--- src/rtl/simd_lane_alu.sv ---
module simd_lane_alu #(
  parameter int NBYTES = 16,
  localparam int W = 8 * NBYTES
) (
  input  logic         clk,
  input  logic         rst_n,
  input  logic         in_valid,
  input  logic [2:0]   op,
  input  logic [1:0]   size,
  input  logic [W-1:0] opa,
  input  logic [W-1:0] opb,
  input  logic [W-1:0] dest,
  output logic         out_valid,
  output logic [W-1:0] result,
  output logic         illegal
);

  logic              sub;
  logic              bad;
  logic [NBYTES:0]   cy;
  logic [NBYTES-1:0] eqb, nzb, eql, nzl;
  logic [W-1:0]      sum, eqm, tsm, nxt;

  assign sub = (op == 3'd1);
  assign bad = (size == 2'd3) || (op > 3'd5);
  assign cy[0] = sub;

  genvar i;
  generate
    for (i = 0; i < NBYTES; i++) begin : g_byte
      localparam int B2 = i - (i % 2);
      localparam int B4 = i - (i % 4);
      logic [7:0] a8, b8, bx;
      logic [8:0] s9;
      logic       first, cin;
      assign a8 = opa[8*i +: 8];
      assign b8 = opb[8*i +: 8];
      assign bx = sub ? ~b8 : b8;
      assign first = (size == 2'd0) || (size == 2'd1 && (i % 2) == 0) ||
                     (size == 2'd2 && (i % 4) == 0);
      assign cin = first ? sub : cy[i];
      assign s9 = {1'b0, a8} + {1'b0, bx} + {8'd0, cin};
      assign cy[i+1] = s9[8];
      assign sum[8*i +: 8] = s9[7:0];
      assign eqb[i] = (a8 == b8);
      assign nzb[i] = |(a8 & b8);
      assign eql[i] = (size == 2'd0) ? eqb[i] :
                      (size == 2'd1) ? &eqb[B2 +: 2] : &eqb[B4 +: 4];
      assign nzl[i] = (size == 2'd0) ? nzb[i] :
                      (size == 2'd1) ? |nzb[B2 +: 2] : |nzb[B4 +: 4];
      assign eqm[8*i +: 8] = {8{eql[i]}};
      assign tsm[8*i +: 8] = {8{nzl[i]}};
    end
  endgenerate

  always_comb begin
    case (op)
      3'd0, 3'd1: nxt = sum;
      3'd2:       nxt = eqm;
      3'd3:       nxt = tsm;
      3'd4:       nxt = (dest & opa) | (~dest & opb);
      3'd5:       nxt = ~opa;
      default:    nxt = '0;
    endcase
    if (bad) nxt = '0;
  end

  always_ff @(posedge clk or negedge rst_n) begin
    if (!rst_n) begin
      out_valid <= 1'b0;
      result    <= '0;
      illegal   <= 1'b0;
    end else begin
      out_valid <= in_valid;
      illegal   <= in_valid && bad;
      if (in_valid) result <= nxt;
    end
  end

endmodule

--- config.mk ---
export PLATFORM = sky130hd
export DESIGN_NAME = simd_lane_alu
export DESIGN_NICKNAME = d
export VERILOG_FILES = /design/src/rtl/simd_lane_alu.sv
export SDC_FILE = /design/constraint.sdc
export NUM_CORES = 1
export LEC_CHECK = 0
export BUFFER_PORTS_ARGS = -buffer_cell sky130_fd_sc_hd__buf_2
export CORE_MARGIN = 2
export CORE_UTILIZATION = 41
export CTS_CLUSTER_SIZE = 40
export DETAILED_ROUTE_END_ITERATION = 7
export MAX_ROUTING_LAYER = met4
export PLACE_DENSITY = 0.66
export SYNTH_ARGS = -nofsm -noshare
export SYNTH_HDL_FRONTEND = slang
export SYNTH_SLANG_ARGS = --single-unit
export TNS_END_PERCENT = 5
--- constraint.sdc ---
create_clock -name clk -period 2.5 [get_ports clk]
set_input_delay 0.375 -clock clk [delete_from_list [all_inputs] [get_ports clk]]
set_output_delay 0.375 -clock clk [all_outputs]
set_load 0.1 [all_outputs]
======== Word-level counts from Yosys, hierarchy flattened ========
Index checks and enable logic that the tools add are counted.
operators by class
  shift-type cells ........................ 0
  multipliers ............................. 0
  muxes and demuxes ....................... 81
  bitwise gates (word level) .............. 37
  add/sub/neg operators ................... 32
  div/mod/pow operators ................... 0
  equal/unequal tests ..................... 24
  reduce and logical (&&, ||, !) cells .... 47
  order comparisons ....................... 1
operators with widths
  kind                                                  number
  one-hot mux 128 bit (5 select lines)                  1
  bitwise AND 128 bit                                   2
  NOT 128 bit                                           2
  adder 8 x 8 -> 9 bit                                  15
  adder 9 x 1 -> 9 bit                                  15
  bitwise AND 8 bit                                     16
  equality test 8 bit                                   16
  2-to-1 mux 128 bit                                    1
  2-to-1 mux 8 bit                                      16
  NOT 8 bit                                             16
  bitwise OR 128 bit                                    1
  OR reduction 16 bit                                   8
  OR reduction 32 bit                                   4
  OR reduction 8 bit                                    16
  2-to-1 mux 1 bit                                      63
  AND reduction 2 bit                                   8
  AND reduction 4 bit                                   4
  adder 8 x 1 -> 8 bit                                  1
  adder 8 bit                                           1
  equality test 3 x 2 -> 1 bit (second input constant)  2
  equality test 3 bit (second input constant)           2
  equality test 2 bit (second input constant)           2
  equality test 3 x 1 -> 1 bit (second input constant)  1
  > comparator 3 bit (second input constant)            1
  other kinds (6)                                       8
word-level totals
  word-level logic and storage cells ...... 225
  bits in latches ......................... 0
  bits in registers ....................... 130
  memories ................................ 0
  output and inout port bits .............. 130
  RAM bits ................................ 0
  bits in read-only memories .............. 0
  input bits .............................. 392

======== Longest topological paths before layout ========
Gate-level depths: netlist (run 1).
  depth after elaboration ................. 36
  gate-level depth with buffers ........... 129
  gate-level depth less buffers ........... 126

======== Least setup slack after synthesis (run 1) ========
Ideal clock, no wire load.
  path kind ............................... input to register
  from .................................... input op[1]
  to ...................................... register result[126]
  setup time .............................. 0.087 ns
  required time ........................... 2.413 ns
  arrival ................................. 28.528 ns
  stages on the path ...................... 129
  buffers on the path ..................... 3
  setup slack ............................. -26.116 ns
  cell sequence ........................... buf_2 nor2_1 nand2_1 buf_2 buf_2 xnor2_1 fa_1 a21o_1 a211oi_1 nor2_1 o21a_1 o21ai_0 a21oi_1 fa_1 fa_1 a211oi_1 o21bai_1 a21oi_1 [93 not listed] o21ai_0 a31oi_1 fa_1 fa_1 a211oi_1 o21bai_1 a21oi_1 nor2b_1 o21ai_0 a21oi_1 fa_1 fa_1 a211oi_1 o21bai_1 a21oi_1 xnor2_1 a21oi_1 a22oi_1
between the ends
  word-level cells in the longest chain between the ends .. 36
  elaborated cells on any way between the ends .. 74
  classes of those cells .................. add/sub (32); order compare (1); eq/ne (5); mux (33); reduce/logical (3)
RTL lines
  element                               RTL line  text
  start, declared                       8         input logic [2:0] op,
  equality test 3 x 1 -> 1 bit          24, 57
  2-to-1 mux 8 bit                      38        assign bx = sub ? ~b8 : b8;
  adder 8 x 8 -> 9 bit                  42        assign s9 = {1'b0, a8} + {1'b0, bx} + {8'd0, cin};
  adder 9 x 1 -> 9 bit                  42
  2-to-1 mux 1 bit                      41        assign cin = first ? sub : cy[i];
  adder 9 x 1 -> 9 bit                  42
  2-to-1 mux 1 bit                      41
  adder 9 x 1 -> 9 bit                  42
  [20 not listed]                       -
  2-to-1 mux 1 bit                      41
  adder 9 x 1 -> 9 bit                  42
  2-to-1 mux 1 bit                      41
  adder 9 x 1 -> 9 bit                  42
  2-to-1 mux 1 bit                      41
  adder 8 x 1 -> 8 bit                  42
  one-hot mux 128 bit (5 select lines)  57        case (op)
  2-to-1 mux 128 bit (*)                65        if (bad) nxt = '0;
  end signal, assigned                  76        if (in_valid) result <= nxt;
  end, declared                         14        output logic [W-1:0] result,
Mark *: on every way between the ends. The rest lies on a longest branch, timed or not.
A chain may end at the register's enable or synchronous reset.

======== Worst setup path in the final report (run 1) ========
  from .................................... input op[2]
  to ...................................... register result[126]
Same word-level chain as after synthesis.

==> results of run 1 <==
[synthesized netlist by cell type, types with 19 or more instances]
cell type  count  share of area
ha_1         239           0.17
dfrtp_1      130           0.19
or4_1         24          0.010
mux2i_1      133          0.077
o221ai_1      58          0.029
nor4_1        41          0.015
nand3_1       19         0.0055
a22oi_1       48          0.021
buf_2         31         0.0090
inv_1         37         0.0080
o21ai_0       76          0.022
a21oi_1      179          0.052
fa_1          31          0.036
nor2_1       139          0.030
a21o_1        30          0.013
o21ai_1       55          0.016
clkbuf_1      65          0.014
nand2_1       98          0.021
o21a_1        19         0.0082
o22ai_1       82          0.030
nor3_1        39          0.011
xnor2_1      187          0.095
a211oi_1      31          0.013
[tightest hold or removal path: stages]
cell and delay [ns]:
buf_2 0.13, nor2_1 0.11, o21ai_1 0.07, o221ai_1 0.06
[routing by layer]
metal  track usage  wire, µm
met1         0.422     31300
met2         0.584     36700
met3        0.0699      5800
met4         0.173      3570
met5             -         0
[registers in the layout, indices dropped and copies added, names as in the netlist]
register / flops
out_valid: 1
result: 128
illegal: 1
[cells by family after synthesis]
| kind of cell | after synthesis | synth area share |
|---|---|---|
| compound gates | 712 | 0.276 |
| xor+xnor | 198 | 0.100 |
| fa+ha+maj | 270 | 0.209 |
| buf+inv | 144 | 0.0339 |
| flops | 130 | 0.188 |
| mux | 135 | 0.0782 |
| simple gates | 412 | 0.115 |
[what timing repair did]
item	CTS	global route
endpoints found under the setup margin	120	120
pin swaps	57	44
hold endpoints to repair	45	0
resized for setup	87	49
hold buffers	1	0
setup buffers	15	20
[area by class of cell]
class / instances / share of cell area
inverter: 39 / 0.00569
multi-input combinational: 1727 / 0.544
timing repair buffer: 1097 / 0.273
clock buffer: 18 / 0.0168
sequential: 130 / 0.124
clock inverter: 14 / 0.00899
antenna: 19 / 0.00182
tap: 539 / 0.0258
[stage by stage]
stage,instances,utilization,total power [mW]
finish,3583,0.627,13.1
global route,3582,0.627,13.7
CTS,3544,0.617,12.9
detailed placement,3496,0.590,9.62
global placement,3496,0.590,9.55
floorplan,2001,-,6.97
[power groups by stage]
stage | logic [mW] | registers [mW] | clock network [mW]
3_3_place_gp | 7.01 | 2.53 | 0
2_1_floorplan | 2.71 | 4.26 | 0
5_1_grt | 8.06 | 2.53 | 3.11
6_report | 7.54 | 2.52 | 3.01
3_5_place_dp | 7.08 | 2.54 | 0
4_1_cts | 7.31 | 2.51 | 3.05
[worst max path at each step]
stage / from / slack, ns / endpoint
2_1_floorplan: op[2] / -23.57 / result[126]
3_3_place_gp: op[2] / -23.91 / result[126]
3_5_place_dp: op[2] / -24.44 / result[126]
4_1_cts: op[1] / -23.17 / result[126]
5_1_grt: op[2] / -24.60 / result[124]
6_report: op[2] / -23.29 / result[126]
[placed cells by master, fill, tap and decap left out, drive strengths merged, types with 19 or more instances in the layout]
| cell | instances |
|---|---|
| fa | 31 |
| nor4 | 41 |
| nor3 | 41 |
| o22ai | 82 |
| nor2 | 144 |
| dfrtp | 130 |
| diode | 19 |
| o221ai | 58 |
| buf | 1096 |
| xnor2 | 187 |
| o21a | 19 |
| a21o | 30 |
| nand2 | 98 |
| a22oi | 49 |
| nand3 | 19 |
| o21ai | 131 |
| inv | 39 |
| a211oi | 37 |
| mux2i | 133 |
| or4 | 24 |
| ha | 239 |
| a21oi | 188 |
==> results.sh, run 1 <==
export IMPL_synth_cell_types=66
export IMPL_worst_hold_slack_ns=0.326
export IMPL_cp_top_family="adder cells"
export IMPL_powerDensity_nw_per_um2=499
export IMPL_portBuffers=521
export IMPL_ys_flop_type="dfrtp_1"
export IMPL_cts_max_level=4
export IMPL_ys_seq_area_frac=0.188
export IMPL_drc_errors=0
export IMPL_fp_dieW_um=209
export IMPL_final_min_clock_period_ns=25.79
export IMPL_grt_pass1_vias=21400
export IMPL_wl_per_cell_um=21.6
export IMPL_hold_path_cell_count=4
export IMPL_leakage_nw=12.7
export IMPL_yosysWarnings=0
export IMPL_p_comb_frac=0.577
export IMPL_dr_pass1_iters=5
export IMPL_holdCritStartpoint="opa[122]"
export IMPL_design_area_um2=26200
export IMPL_synth_ff_latch_count=130
export IMPL_slew_headroom=0.426
export IMPL_p_int_mw=7.14
export IMPL_nFillCells=3719
export IMPL_hold_path_class="input pin to flip-flop"
export IMPL_cts_sinks=130
export IMPL_startpoint_type="input pin"
export IMPL_coreArea_um2=41800
export IMPL_grt_pass1_wl_um=119000
export IMPL_syn_num_nets=2663
export IMPL_grt_total_usage=0.357
export IMPL_routed_wl_um=77400
export IMPL_finalWorstSetupSlack_ns=-23.29
export IMPL_cts_clk_slew_worst_paths_ns=0.06
export IMPL_drv_slew=0
export IMPL_rsz0062_at_grt="yes"
export IMPL_vias_per_cell=5.78
export IMPL_p_seq_frac=0.192
export IMPL_r2r_slack_ns=1.36
export IMPL_cp_arrival_ns=26.16
export IMPL_layout_drive_gt1_share=0.439
export IMPL_clk_latency_ns=0.45
export IMPL_dieArea_um2=43900
export IMPL_netlist_instances=2001
export IMPL_pin_count=522
export IMPL_tightestPinTransition_ns=0.860
export IMPL_grt_overflow=0
export IMPL_grt_antenna_before_repair=18
export IMPL_pre_cts_ws_ns=-24.44
export IMPL_multiInputGateArea_um2=14200
export IMPL_failed_checks="negative setup slack"
export IMPL_synthToLayoutAreaGrowth_pct=51.2
export IMPL_hold_end="result[122]"
export IMPL_report_final_setup_viol=120
export IMPL_path_depth=127
export IMPL_fmax_mhz=38.8
export IMPL_hold_viol=0
export IMPL_reg2reg_to="result[110]"
export IMPL_synth_edf_count=0
export IMPL_crit_required_ns=2.87
export IMPL_clk_path_buf_depth=2
export IMPL_ir_worst_vdd_v=0.000481
export IMPL_post_dp_hpwl_um=59800
export IMPL_synth_area_per_cell_um2=8.65
export IMPL_crit_path_top_delay_cell="fa_2"
export IMPL_cts_tree="done"
export IMPL_cp_max_fo=4
export IMPL_criticalPathCategory="input pin to flip-flop"
export IMPL_synth_area_um2=17300
export IMPL_cap_violations=0
export IMPL_synthArstFlopShare=1.00
export IMPL_crit_buf_inv=1
export IMPL_fp_row_count=75
export IMPL_nets=3674
export IMPL_drt_antenna_violating_nets=0
export IMPL_gp_congestion=0.951
export IMPL_seq_area_um2=3250
export IMPL_status="finished with violations"
export IMPL_initial_core_util=0.414
export IMPL_power_switching_mw=5.93
export IMPL_max_stage_delay_ns=0.45
export IMPL_reg2reg_depth=5
export IMPL_clkPwrFrac=0.231
export IMPL_cts_buffers=17
export IMPL_period_share=10.3
export IMPL_postPlaceCellArea_um2=24700
export IMPL_end_kind="flip-flop"
export IMPL_vias=20700
export IMPL_switching_share=0.454
export IMPL_cts_root_buf="clkbuf_16"
export IMPL_crit_top_cell="fa_2"
export IMPL_die_y_um=209
export IMPL_r2r_start="result[110]"
export IMPL_skew_ns=0
export IMPL_drtIter0Drc=1088
export IMPL_grt_start_max_net_pins=78
export IMPL_fin_setup_tns_ns=-1408.05
No activity file was read; power rests on OpenSTA's default activity.
==> inputs of run 2 (changes only) <==
--- a/config.mk
+++ b/config.mk
@@ -12,6 +12,7 @@
 export DETAILED_ROUTE_END_ITERATION = 7
 export MAX_ROUTING_LAYER = met4
 export PLACE_DENSITY = 0.66
+export SLEW_MARGIN = 20
 export SYNTH_ARGS = -nofsm -noshare
 export SYNTH_HDL_FRONTEND = slang
 export SYNTH_SLANG_ARGS = --single-unit
==> constraint.sdc (replaced) <==
create_clock -name clk -period 30 [get_ports clk]
set_input_delay 4.5 -clock clk [delete_from_list [all_inputs] [get_ports clk]]
set_output_delay 4.5 -clock clk [all_outputs]
set_load 0.1 [all_outputs]
==> results.sh, run 2 (same netlist as run 1, synthesis figures left out) <==
export IMPL_coreArea_um2=41800
export IMPL_use_met1=0.410
export IMPL_end_kind="flip-flop"
export IMPL_grt_total_usage=0.327
export IMPL_gp_congestion=0.930
export IMPL_cap_violations=0
export IMPL_report_final_setup_viol=7
export IMPL_powerDensity_nw_per_um2=44.7
export IMPL_ir_worst_vdd_v=0.0000362
export IMPL_ctsHoldBuffers=0
export IMPL_cts_max_level=4
export IMPL_synthToLayoutAreaGrowth_pct=27.9
export IMPL_dieArea_um2=43900
export IMPL_slew_headroom=0.252
export IMPL_pre_cts_ws_ns=-2.04
export IMPL_worst_hold_slack_ns=0.481
export IMPL_tightestPinTransition_ns=1.12
export IMPL_dr_pass1_iters=5
export IMPL_crit_path_start="op[2]"
export IMPL_grt_pass1_wl_um=109000
export IMPL_fp_row_count=75
export IMPL_fp_dieW_um=209
export IMPL_cp_max_fo=4
export IMPL_max_stage_delay_ns=0.46
export IMPL_vias_per_cell=6.06
export IMPL_criticalPathCategory="input pin to flip-flop"
export IMPL_rsz0062_at_grt="yes"
export IMPL_period_share=1.02
export IMPL_grt_start_max_net_pins=98
export IMPL_vias=19000
export IMPL_grt_pass1_vias=19100
export IMPL_largest_register="result"
export IMPL_portBuffers=521
export IMPL_drc_errors=0
export IMPL_hold_viol=0
export IMPL_drv_slew=0
export IMPL_largest_reg_flops=128
export IMPL_hold_path_class="flip-flop to flip-flop"
export IMPL_drt_antenna_violating_nets=0
export IMPL_multiInputGateArea_um2=13800
export IMPL_final_common_cell="buf_2"
export IMPL_post_dp_hpwl_um=52400
export IMPL_final_min_clock_period_ns=30.70
export IMPL_cts_clk_slew_worst_paths_ns=0.07
export IMPL_crit_path_top_delay_cell="fa_2"
export IMPL_leakage_nw=10.3
export IMPL_grt_antenna_before_repair=12
export IMPL_nFillCells=3984
export IMPL_routed_wl_um=70800
export IMPL_crit_top_cell="fa_2"
export IMPL_status="finished with violations"
export IMPL_r2r_start="result[110]"
export IMPL_use_met3=0.0576
export IMPL_initial_core_util=0.414
export IMPL_cts_sinks=130
export IMPL_busiest_layer="met2"
export IMPL_finalWorstSetupSlack_ns=-0.701
export IMPL_clk_path_buf_depth=2
export IMPL_fmax_mhz=32.6
export IMPL_seq_area_um2=3250
export IMPL_final_cell_mix="520 x buf_2, 239 x ha_1, 187 x xnor2_1, 158 x a21oi_1, 138 x nor2_1"
export IMPL_skew_ns=0
export IMPL_failed_checks="negative setup slack"
export IMPL_drtIter0Drc=1317
export IMPL_pin_count=522
export IMPL_layout_drive_gt1_share=0.313
export IMPL_cp_arrival_ns=31.00
export IMPL_startpoint_type="input pin"
export IMPL_cts_root_buf="clkbuf_16"
export IMPL_cts_tree="done"
export IMPL_wl_per_cell_um=22.6
export IMPL_holdCritStartpoint="result[106]"
export IMPL_clk_latency_ns=0.46
export IMPL_nets=3227
export IMPL_gr_usage_met2=0.522
export IMPL_grt_overflow=0
export IMPL_die_y_um=209
export IMPL_crit_required_ns=30.30
export IMPL_top_regs="result (128), illegal (1), out_valid (1)"
export IMPL_cts_buffers=17
[run 2: changes by cell type in the layout (fill, tap and decap cells not counted), sizes merged]
cell and change:
clkinv +2, clkinvlp -1, dlygate4sd3 -1, bufinv -2, diode -7, inv +1
buf -446
[run 2: final timing paths]
kind                          endpoint  slack, ns  cells after the start
setup / recovery           result[124]      -0.70                    127
hold / removal             result[106]       0.48                      1
setup reg to reg           result[110]      28.80                      5
hold reg to reg            result[106]       0.48                      1
max in group asynchronous   result[45]      24.51                      2
min in group asynchronous  result[114]       4.06                      1
[run 2: layout make-up]
class / instances / area share
Antenna cell: 12 / 0.00136
Timing Repair Buffer: 650 / 0.162
Inverter: 39 / 0.00673
Clock inverter: 14 / 0.00842
Sequential cell: 130 / 0.147
Clock buffer: 18 / 0.0198
Tap cell: 539 / 0.0305
Multi-Input combinational cell: 1727 / 0.624
[run 2: per-stage QoR]
| stage | TNS, ns | instances | area (µm²) | total power, mW | util |
|---|---|---|---|---|---|
| floorplan | -4.25 | 2001 | 17400 | 0.575 | - |
| global placement | -11.83 | 3054 | 21000 | 0.725 | 0.503 |
| detailed placement | -16.57 | 3054 | 21000 | 0.732 | 0.503 |
| CTS | -2.23 | 3112 | 22000 | 0.983 | 0.526 |
| global route | -15.30 | 3128 | 22100 | 1.04 | 0.530 |
| finish | -3.68 | 3129 | 22100 | 0.990 | 0.530 |
[run 2: what timing repair did]
item | CTS | global route
hold endpoints to repair | 0 | 0
setup endpoints to repair | 10 | 15
resized for setup | 38 | 26
cloned | 0 | 0
buffers inserted | 26 | 5
pin swaps | 40 | 28
[run 2: per-layer routing]
layer | wire length [µm] | vias up
met5 | 0 | -
met4 | 2580 | 0
met3 | 5250 | 130
met2 | 33100 | 813
met1 | 29800 | 9200
li1 | - | 8811
[run 2: critical path, delay by kind of cell]
kind                       cells  cell delay [ns]
xor gates and xnor gates       2             0.24
adders and majority gates     31            12.57
and+or+nand+nor               13             1.09
AOI/OAI and AO/OA             80            12.40
buffers and inverters          1             0.12
[run 2: power by group]
part / internal, mW / switching, mW / total (mW)
registers: 0.195 / 0.0129 / 0.208
clock network: 0.141 / 0.0953 / 0.236
logic: 0.182 / 0.364 / 0.546
total: 0.518 / 0.472 / 0.990
